==> config.mk <==
export PLATFORM = sky130hd
export DESIGN_NAME = board_ctl_regs
export DESIGN_NICKNAME = d
export VERILOG_FILES = /design/src/rtl/bcr_pkg.sv /design/src/rtl/bcr_disp_buf.sv /design/src/rtl/bcr_twi_regs.sv /design/src/rtl/bcr_read_mux.sv /design/src/rtl/board_ctl_regs.sv
export SDC_FILE = /design/constraint.sdc
export NUM_CORES = 1
export LEC_CHECK = 0
export BUFFER_PORTS_ARGS = -buffer_cell sky130_fd_sc_hd__buf_2
export CAP_MARGIN = 5
export CORE_ASPECT_RATIO = 0.6
export CORE_MARGIN = 2
export CORE_UTILIZATION = 30
export DETAILED_ROUTE_END_ITERATION = 7
export GPL_TIMING_DRIVEN = 0
export PLACE_DENSITY = 0.54
export SYNTH_ARGS = -nofsm -noshare
export SYNTH_HDL_FRONTEND = slang
export SYNTH_SLANG_ARGS = --single-unit
export TNS_END_PERCENT = 10
==> constraint.sdc <==
create_clock -name clk -period 4.15 [get_ports clk]
set_input_delay 0.415 -clock clk [delete_from_list [all_inputs] [get_ports clk]]
set_output_delay 0.415 -clock clk [all_outputs]
set_load 0.02 [all_outputs]
==> src/rtl/bcr_pkg.sv <==
// Package: shared offsets and the hex-to-ASCII helper for the board control block.
// Assumes byte offsets that fit in the top module's ADDR_W.
package bcr_pkg;
    localparam int unsigned OFF_SWITCH   = 'h200;
    localparam int unsigned OFF_STATUS   = 'h208;
    localparam int unsigned OFF_JUMPER   = 'h210;
    localparam int unsigned OFF_LED      = 'h408;
    localparam int unsigned OFF_HEXWORD  = 'h410;
    localparam int unsigned OFF_CHAR0    = 'h418;
    localparam int unsigned CHAR_STRIDE  = 8;
    localparam int unsigned OFF_SOFTRST  = 'h500;
    localparam int unsigned OFF_BRK      = 'h508;
    localparam int unsigned OFF_GPOUT    = 'hA00;
    localparam int unsigned OFF_GPIN     = 'hA08;
    localparam int unsigned OFF_TWI_IN   = 'hB00;
    localparam int unsigned OFF_TWI_OE   = 'hB08;
    localparam int unsigned OFF_TWI_OUT  = 'hB10;
    localparam int unsigned OFF_TWI_SEL  = 'hB18;

    localparam logic [31:0] SOFTRST_KEY  = 32'h0000_0042;
    localparam logic [7:0]  BRK_RESET    = 8'h0A;
    localparam logic [7:0]  SPACE_CHAR   = 8'h20;

    // Map one nibble to its uppercase hex ASCII code.
    function automatic logic [7:0] nib_to_ascii(input logic [3:0] nib);
        if (nib < 4'd10) return 8'h30 + {4'd0, nib};
        else             return 8'h41 + {4'd0, nib} - 8'd10;
    endfunction
endpackage

==> src/rtl/bcr_disp_buf.sv <==
// Display text buffer: NCHAR characters, loaded whole from a hex word or one
// character at a time. Assumes char_sel is one-hot or zero and that word_we and
// char_sel are never active together (the decoder guarantees this).
module bcr_disp_buf
    import bcr_pkg::*;
#(
    parameter int NCHAR  = 8,
    parameter int CHAR_W = 8
) (
    input  logic                    clk,
    input  logic                    rst_n,
    input  logic                    word_we,
    input  logic [4*NCHAR-1:0]      word_val,
    input  logic [NCHAR-1:0]        char_sel,
    input  logic [CHAR_W-1:0]       char_val,
    output logic [NCHAR*CHAR_W-1:0] text_o
);
    localparam int WORD_W = 4 * NCHAR;

    for (genvar k = 0; k < NCHAR; k++) begin : g_char
        logic [CHAR_W-1:0] ch_q;
        logic [3:0]        nib;

        // Nibble for this position: character 0 takes the most significant one.
        assign nib = word_val[WORD_W-1-4*k -: 4];

        // Character register: reset to space, load from word or direct write.
        always_ff @(posedge clk) begin
            if (!rst_n)           ch_q <= CHAR_W'(SPACE_CHAR);
            else if (word_we)     ch_q <= CHAR_W'(nib_to_ascii(nib));
            else if (char_sel[k]) ch_q <= char_val;
        end

        assign text_o[CHAR_W*k +: CHAR_W] = ch_q;
    end
endmodule

==> src/rtl/bcr_twi_regs.sv <==
// Bit-banged two-wire control registers: output-enable, line levels and select.
// Assumes the write strobes are one-hot or zero; the stored levels drive the pins.
module bcr_twi_regs (
    input  logic       clk,
    input  logic       rst_n,
    input  logic       oe_we,
    input  logic       out_we,
    input  logic       sel_we,
    input  logic [1:0] wbits,
    output logic [1:0] oe_q,
    output logic [1:0] out_q,
    output logic       sel_q
);
    // Output-enable register, two bits.
    always_ff @(posedge clk) begin
        if (!rst_n)     oe_q <= 2'b00;
        else if (oe_we) oe_q <= wbits;
    end

    // Line level register: bit 1 is the clock line, bit 0 the data line.
    always_ff @(posedge clk) begin
        if (!rst_n)      out_q <= 2'b11;
        else if (out_we) out_q <= wbits;
    end

    // Select register, one bit.
    always_ff @(posedge clk) begin
        if (!rst_n)      sel_q <= 1'b1;
        else if (sel_we) sel_q <= wbits[0];
    end
endmodule

==> src/rtl/bcr_read_mux.sv <==
// Combinational read-back multiplexer. Unmapped offsets, switches and jumpers
// read zero. Assumes register fields arrive already stored; no state here.
module bcr_read_mux
    import bcr_pkg::*;
#(
    parameter int ADDR_W     = 20,
    parameter bit BIG_ENDIAN = 1'b0
) (
    input  logic [ADDR_W-1:0] addr,
    input  logic [7:0]        led_q,
    input  logic [7:0]        brk_q,
    input  logic [7:0]        gpout_q,
    input  logic [1:0]        twi_oe_q,
    input  logic [1:0]        twi_out_q,
    input  logic              twi_sel_q,
    input  logic              sda_in,
    output logic [31:0]       rdata
);
    localparam logic [31:0] STATUS_VAL = BIG_ENDIAN ? 32'h12 : 32'h10;
    localparam logic        TWI_IN_HI  = 1'b1;

    // Select the read value for the current offset.
    always_comb begin
        rdata = '0;
        case (addr)
            ADDR_W'(OFF_STATUS):  rdata = STATUS_VAL;
            ADDR_W'(OFF_LED):     rdata = {24'd0, led_q};
            ADDR_W'(OFF_BRK):     rdata = {24'd0, brk_q};
            ADDR_W'(OFF_GPOUT):   rdata = {24'd0, gpout_q};
            ADDR_W'(OFF_GPIN):    rdata = twi_sel_q ? {30'd0, twi_out_q} : 32'd0;
            ADDR_W'(OFF_TWI_IN):  rdata = {30'd0, TWI_IN_HI, sda_in};
            ADDR_W'(OFF_TWI_OE):  rdata = {30'd0, twi_oe_q};
            ADDR_W'(OFF_TWI_OUT): rdata = {30'd0, twi_out_q};
            ADDR_W'(OFF_TWI_SEL): rdata = {31'd0, twi_sel_q};
            default:              rdata = '0;
        endcase
    end
endmodule

==> src/rtl/board_ctl_regs.sv <==
// Board control register block: offset decode, LED/break/GP bytes, soft-reset
// pulse, display buffer and two-wire registers. Assumes one access per cycle,
// full offset match (misaligned offsets are unmapped), 32-bit data.
module board_ctl_regs
    import bcr_pkg::*;
#(
    parameter int ADDR_W     = 20,
    parameter bit BIG_ENDIAN = 1'b0
) (
    input  logic              clk,
    input  logic              rst_n,
    input  logic              wr_en,
    input  logic [ADDR_W-1:0] addr,
    input  logic [31:0]       wdata,
    output logic [31:0]       rdata,
    input  logic              sda_in,
    output logic [7:0]        led_o,
    output logic [63:0]       disp_o,
    output logic              soft_rst_req,
    output logic              scl_o,
    output logic              sda_o,
    output logic [1:0]        i2c_oe_o
);
    localparam int NCHAR  = 8;
    localparam int CHAR_W = 8;

    logic [7:0]       led_q, brk_q, gpout_q;
    logic [NCHAR-1:0] char_sel;
    logic [1:0]       twi_oe_q, twi_out_q;
    logic             twi_sel_q;
    logic             hit_led, hit_brk, hit_gpout, hit_word, hit_rst;
    logic             hit_oe, hit_out, hit_sel;

    // Write decode: each strobe is the write enable qualified by an exact offset.
    assign hit_led   = wr_en && (addr == ADDR_W'(OFF_LED));
    assign hit_brk   = wr_en && (addr == ADDR_W'(OFF_BRK));
    assign hit_gpout = wr_en && (addr == ADDR_W'(OFF_GPOUT));
    assign hit_word  = wr_en && (addr == ADDR_W'(OFF_HEXWORD));
    assign hit_rst   = wr_en && (addr == ADDR_W'(OFF_SOFTRST));
    assign hit_oe    = wr_en && (addr == ADDR_W'(OFF_TWI_OE));
    assign hit_out   = wr_en && (addr == ADDR_W'(OFF_TWI_OUT));
    assign hit_sel   = wr_en && (addr == ADDR_W'(OFF_TWI_SEL));

    for (genvar k = 0; k < NCHAR; k++) begin : g_csel
        // Per-character strobe at its own stride-spaced offset.
        assign char_sel[k] = wr_en &&
            (addr == ADDR_W'(OFF_CHAR0 + CHAR_STRIDE * k));
    end

    // LED bar byte.
    always_ff @(posedge clk) begin
        if (!rst_n)       led_q <= 8'h00;
        else if (hit_led) led_q <= wdata[7:0];
    end

    // Break/reset byte.
    always_ff @(posedge clk) begin
        if (!rst_n)       brk_q <= BRK_RESET;
        else if (hit_brk) brk_q <= wdata[7:0];
    end

    // General-purpose output byte.
    always_ff @(posedge clk) begin
        if (!rst_n)         gpout_q <= 8'h00;
        else if (hit_gpout) gpout_q <= wdata[7:0];
    end

    // Soft-reset request: one-cycle pulse on an exact key match.
    always_ff @(posedge clk) begin
        if (!rst_n) soft_rst_req <= 1'b0;
        else        soft_rst_req <= hit_rst && (wdata == SOFTRST_KEY);
    end

    bcr_disp_buf #(
        .NCHAR  (NCHAR),
        .CHAR_W (CHAR_W)
    ) u_disp (
        .clk      (clk),
        .rst_n    (rst_n),
        .word_we  (hit_word),
        .word_val (wdata),
        .char_sel (char_sel),
        .char_val (wdata[CHAR_W-1:0]),
        .text_o   (disp_o)
    );

    bcr_twi_regs u_twi (
        .clk    (clk),
        .rst_n  (rst_n),
        .oe_we  (hit_oe),
        .out_we (hit_out),
        .sel_we (hit_sel),
        .wbits  (wdata[1:0]),
        .oe_q   (twi_oe_q),
        .out_q  (twi_out_q),
        .sel_q  (twi_sel_q)
    );

    bcr_read_mux #(
        .ADDR_W     (ADDR_W),
        .BIG_ENDIAN (BIG_ENDIAN)
    ) u_rmux (
        .addr      (addr),
        .led_q     (led_q),
        .brk_q     (brk_q),
        .gpout_q   (gpout_q),
        .twi_oe_q  (twi_oe_q),
        .twi_out_q (twi_out_q),
        .twi_sel_q (twi_sel_q),
        .sda_in    (sda_in),
        .rdata     (rdata)
    );

    assign led_o    = led_q;
    assign scl_o    = twi_out_q[1];
    assign sda_o    = twi_out_q[0];
    assign i2c_oe_o = twi_oe_q;
endmodule

# ---- Word-level counts from Yosys, hierarchy flattened
# Index checks and enable logic that the tools add are counted.
dict set report totals {
  ff_bits 94
  input_bits 56
  output_inout_bits 109
  elab_cells 118
}
dict set report classes {
  n_addsub 24
  n_lt_le_gt_ge 8
  eq_ne 20
  mux 26
  reduce_logical 25
}
# cell count
set ops {}
lappend ops {{$pmux 32 s9} 1}
lappend ops {{$eq 20x11->1 const B} 12}
lappend ops {{$mux 8} 24}
lappend ops {{$eq 20x12->1 const B} 6}
lappend ops {{$add 7x4->8 const A} 8}
lappend ops {{$sub 8x4->8 const B} 8}
lappend ops {{$add 6x4->7 const A} 8}
lappend ops {{$eq 32x7->1 const B} 1}
lappend ops {{$lt 4x4->1 const B} 8}
lappend ops {{$eq 20x10->1 const B} 1}
lappend ops {{$logic_and 1x1->1} 17}
lappend ops {{$reduce_bool 2->1} 8}
lappend ops {{$mux 2} 1}

# ---- Logic depth before layout (Yosys ltp)
dict set report logic_depth {
  word_depth 4
  mapped_depth 9
  depth_no_buf 7
}

# ---- Modules after synthesis
# Synthesis repeated with hierarchy kept, for this count alone.
dict set report unflattened {
  hier_cells 599
  area_unflattened_um2 5436.5
}
# module instances cells_each area_per_inst_um2
set by_module_without_submodules {}
lappend by_module_without_submodules {bcr_disp_buf 1 374 3483.3}
lappend by_module_without_submodules {board_ctl_regs 1 140 1237.4}
lappend by_module_without_submodules {bcr_read_mux 1 70 541.8}
lappend by_module_without_submodules {bcr_twi_regs 1 15 173.9}

# ---- Worst setup path after synthesis
# OpenSTA, ideal clock, no wires.
dict set report synth_timing {
  kind {input to output}
  startpoint {input addr[5]}
  endpoint {output rdata[2]}
  arrival_ns 1.990
  slack_ns 1.745
  cell_stages 6
  path_buffers 1
  cell_sequence {buf_2 -> nor4_2 -> nand2_1 -> nor4_1 -> a222oi_1 -> inv_1}
}
dict set report synth_between {
  elab_chain_len 2
  word_cells_on_any_way 10
  classes_between {9 x eq/ne; 1 x mux}
}
# element line
set synth_rtl {}
lappend synth_rtl {{start, declared} board_ctl_regs.sv:13} ;# input logic [ADDR_W-1:0] addr,
lappend synth_rtl {{$eq 20x12->1 (tied with other cells)} bcr_read_mux.sv:25} ;# case (addr)
lappend synth_rtl {{$pmux 32 s9 (*)} bcr_read_mux.sv:25}
lappend synth_rtl {{end, declared} board_ctl_regs.sv:15} ;# output logic [31:0] rdata,
# Every way passes the cells marked *; elsewhere a longest branch is shown, timed or not.

# ---- Final worst setup path
dict set report layout_timing {
  startpoint {input addr[2]}
  endpoint {output rdata[2]}
}
# The elaborated chain is that of the path after synthesis.

==> key figures <==
Yosys
  – Yosys reg bits: 94
  – Post-synthesis sequential area ratio: between 30% and 40%
  – Post-synth ARST share: 0%
  – Synth Area per Inst: roughly 8.1 um2
  – Area share of the largest cell type after synthesis: 34.2%
  – Number of flops mapped to enable cells by yosys: 0
  – Top post-synthesis cells by count: 94 x dfxtp_1, 77 x a21oi_1, 60 x nand2_1
  – Synth cell types: 55
  – Most common cell in the netlist: dfxtp_1
  – Synth area leaders: dfxtp_1 34%, mux2i_1 7.6%, a21oi_1 7.0%
  – Post-Synthesis Cells: 683
  – Synth Cell Area: 5500 um2
  – Dominant synthesized flop cell: dfxtp_1
  – Post-synth top area cell: dfxtp_1
  – Yosys Warn Count: 0

Drt
  – Detailed-route DRC error count: 0
  – Final WL: 21000 um
  – Routed via count: between 5000 and 6000
  – Wire per inst: 19.2 um
  – Routed Antenna Nets: 0
  – Vias/cell: approximately 5.1
  – Starting DRT DRC Count: 574
  – Total iterations of the first detailed-routing run: 5

Global route
  – Largest net degree at the start of global routing: 20
  – First-pass GRT wire length: 31000 um
  – Total congestion overflow: 0
  – Initial antenna violation count: 0
  – Vias in the first global route: 5037
  – Total Routing Usage GR: 21.6%

CTS
  – H-tree Lvls: 3
  – # hold bufs at CTS: 0
  – Clock Pin Slew Worst Setup and Hold Paths: 0.08 ns
  – Clock root buffer: clkbuf_16
  – Post-CTS Setup Bufs: 0
  – TritonCTS Sinks: 94
  – PostCTS Resize Cnt: 0
  – Worst-skew pair later-pin latency: 0.35 ns
  – CTS tree: built
  – Clock tree buffer depth: 2
  – Total CTS buffers: 9

Placed design
  – Port Buffers: between 100 and 150
  – Routability Congestion: 0.907
  – Place WS: around 0.9 ns
  – Placed cells: 1081
  – Hpwl dp: 16300 um

Setup path
  – WP buf/inv: 3
  – Crit end category: output pin
  – CP Max Fanout: 6
  – Critical Path, Cell by Cell: buf_2 -> nor4b_2 -> nand2_1 -> nor4_1 -> a222oi_1 -> inv_1 -> buf_2
  – Worst Setup Path Type: primary input to output pin
  – Slowest stage delay, CP: 0.94 ns
  – Arr. time, crit path: ~2.8 ns
  – Critical path's most frequent cell: buf_2
  – CP required: 3.73 ns
  – Delay-heaviest family, CP: simple AND/OR/NAND/NOR gates
  – Type of origin of the critical path: primary input
  – Worst path slowest cell: nor4_1

Power and ir drop
  – Cell Pwr Density: 292 nW/um2
  – Leakage power: 2.87 nW
  – VDD IR max: 0.185 mV

Run status
  – Status: finished, final reports clean

Layout
  – Fin cells: 1097
  – N_diodes: 0
  – Layout cells sized above 1: 23.7%
  – Synth-to-layout area growth: 24.7%
  – NumNets Final: 924

Die
  – Die width: 179 um
  – Die ar.: 19500 um2
  – # rows: 38
  – DIE HEIGHT: 109 um
  – I/O Pins: 165
  – Initial Util: between 30% and 40%
  – Core ar.: 18000 um2

Timing
  – Fin. Hold Viols: 0
  – Worst setup margin: 0.894 ns
  – Setup violators final: 0
  – Crit path time final: 3.26 ns
  – RSZ-0062 raised after global routing: false
  – Slew Viols, Final: 0
  – Clock skew: 0 ns
  – Final Cycle Share: 78.5%
  – Worst-Margin Slew: 1.11 ns
  – Setup TNS: 0 ns
  – Max Fclk: 307 MHz
  – Relative slew slack: ~25%

Hold path
  – Hold Crit Class: primary input to register

Job
  – Max_cap viols: 0
flip-flops by register name (all words and copies together), names as in the netlist:
name / flops
brk_q: 8
gpout_q: 8
u_disp.g_char.ch_q: 64
u_twi.sel_q: 1
u_twi.out_q: 2
led_o: 8
u_twi.oe_q: 2
soft_rst_req: 1
power by group:
group / switching, mW / internal, mW
clock network: 0.429 / 0.429
registers: 0.000000785 / 0.901
logic: 0.164 / 0.0781
metrics by stage:
step	hold WS (ns)	util (%)	power (mW)	instance area (um2)
final	0.417	38.1	2.00	6860
after global routing	0.433	38.1	2.07	6860
after floorplan	0.442	-	1.06	5590
after detailed placement	0.443	36.4	1.16	6570
after global placement	0.438	36.4	1.16	6570
after CTS	0.396	38.1	2.01	6860
per-layer routing:
metal  track usage [%]  wire, um  vias up
met1              34.3     10700     2586
li1                  -         -     2759
met3              6.38      2210       20
met2              27.6      7920      275
met4              4.30       211        0
met5                 0         0        -
cell families after synthesis:
family / after synthesis / synth area share [%]
simple gates: 220 / 22.4
compound gates: 202 / 21.6
buf+inv: 98 / 8.89
flops: 94 / 34.2
mux: 42 / 7.64
fa+ha+maj: 16 / 3.64
xor+xnor: 10 / 1.59
other cells: 1 / 0.0681
final timing paths:
path                             from                       end  slack [ns]  cells past startpoint
min reg2reg  u_disp.g_char[7].ch_q[4]  u_disp.g_char[7].ch_q[4]        0.45                      2
min                         wdata[11]  u_disp.g_char[5].ch_q[3]        0.42                      3
max                           addr[2]                  rdata[2]        0.89                      7
max reg2reg  u_disp.g_char[7].ch_q[5]  u_disp.g_char[7].ch_q[5]        3.24                      3
area by class of cell:
class	count	area [um2]
plain buffers	70	384
clock buffers	9	225
clock inverters	7	72.6
fillers	1973	11200
inverters	28	105
multi-input cells	514	3220
flip-flops and latches	94	1880
well taps	240	300
repair buffers	135	676
worst register-to-register path, cell delays in order (launching register included):
cell and delay (ns):
dfxtp_1 0.34, o41a_1 0.12, a211oi_1 0.23, o21ai_1 0.09
layout by cell type, fill, tap and decap left out, types with 4 or more instances in the layout:
master | synthesis | layout
nor4_1 | 7 | 7
o311ai_1 | 5 | 5
o21ai_0 | 52 | 52
a21boi_0 | 5 | 5
inv_1 | 28 | 28
nor2b_1 | 5 | 5
and3_1 | 6 | 6
nand4b_1 | 4 | 4
a21oi_1 | 77 | 77
clkbuf_1 | 33 | 33
mux2i_1 | 42 | 42
nor3_1 | 16 | 16
buf_2 | 10 | 145
or4_1 | 6 | 6
o311a_1 | 4 | 4
dfxtp_1 | 94 | 94
buf_4 | 25 | 25
nand4_1 | 8 | 8
nand2b_1 | 8 | 8
clkbuf_16 | 0 | 9
o211ai_1 | 5 | 5
nand2_1 | 60 | 60
o21ai_1 | 19 | 19
a31oi_1 | 6 | 6
xnor2_1 | 9 | 9
o21a_1 | 4 | 4
nand3_1 | 28 | 28
nor2_1 | 46 | 46
ha_1 | 16 | 16
conb_1 | 1 | 24
nor4_4 | 6 | 6
and4_1 | 5 | 5
a222oi_1 | 5 | 5
(Power assumes the default switching activity.)
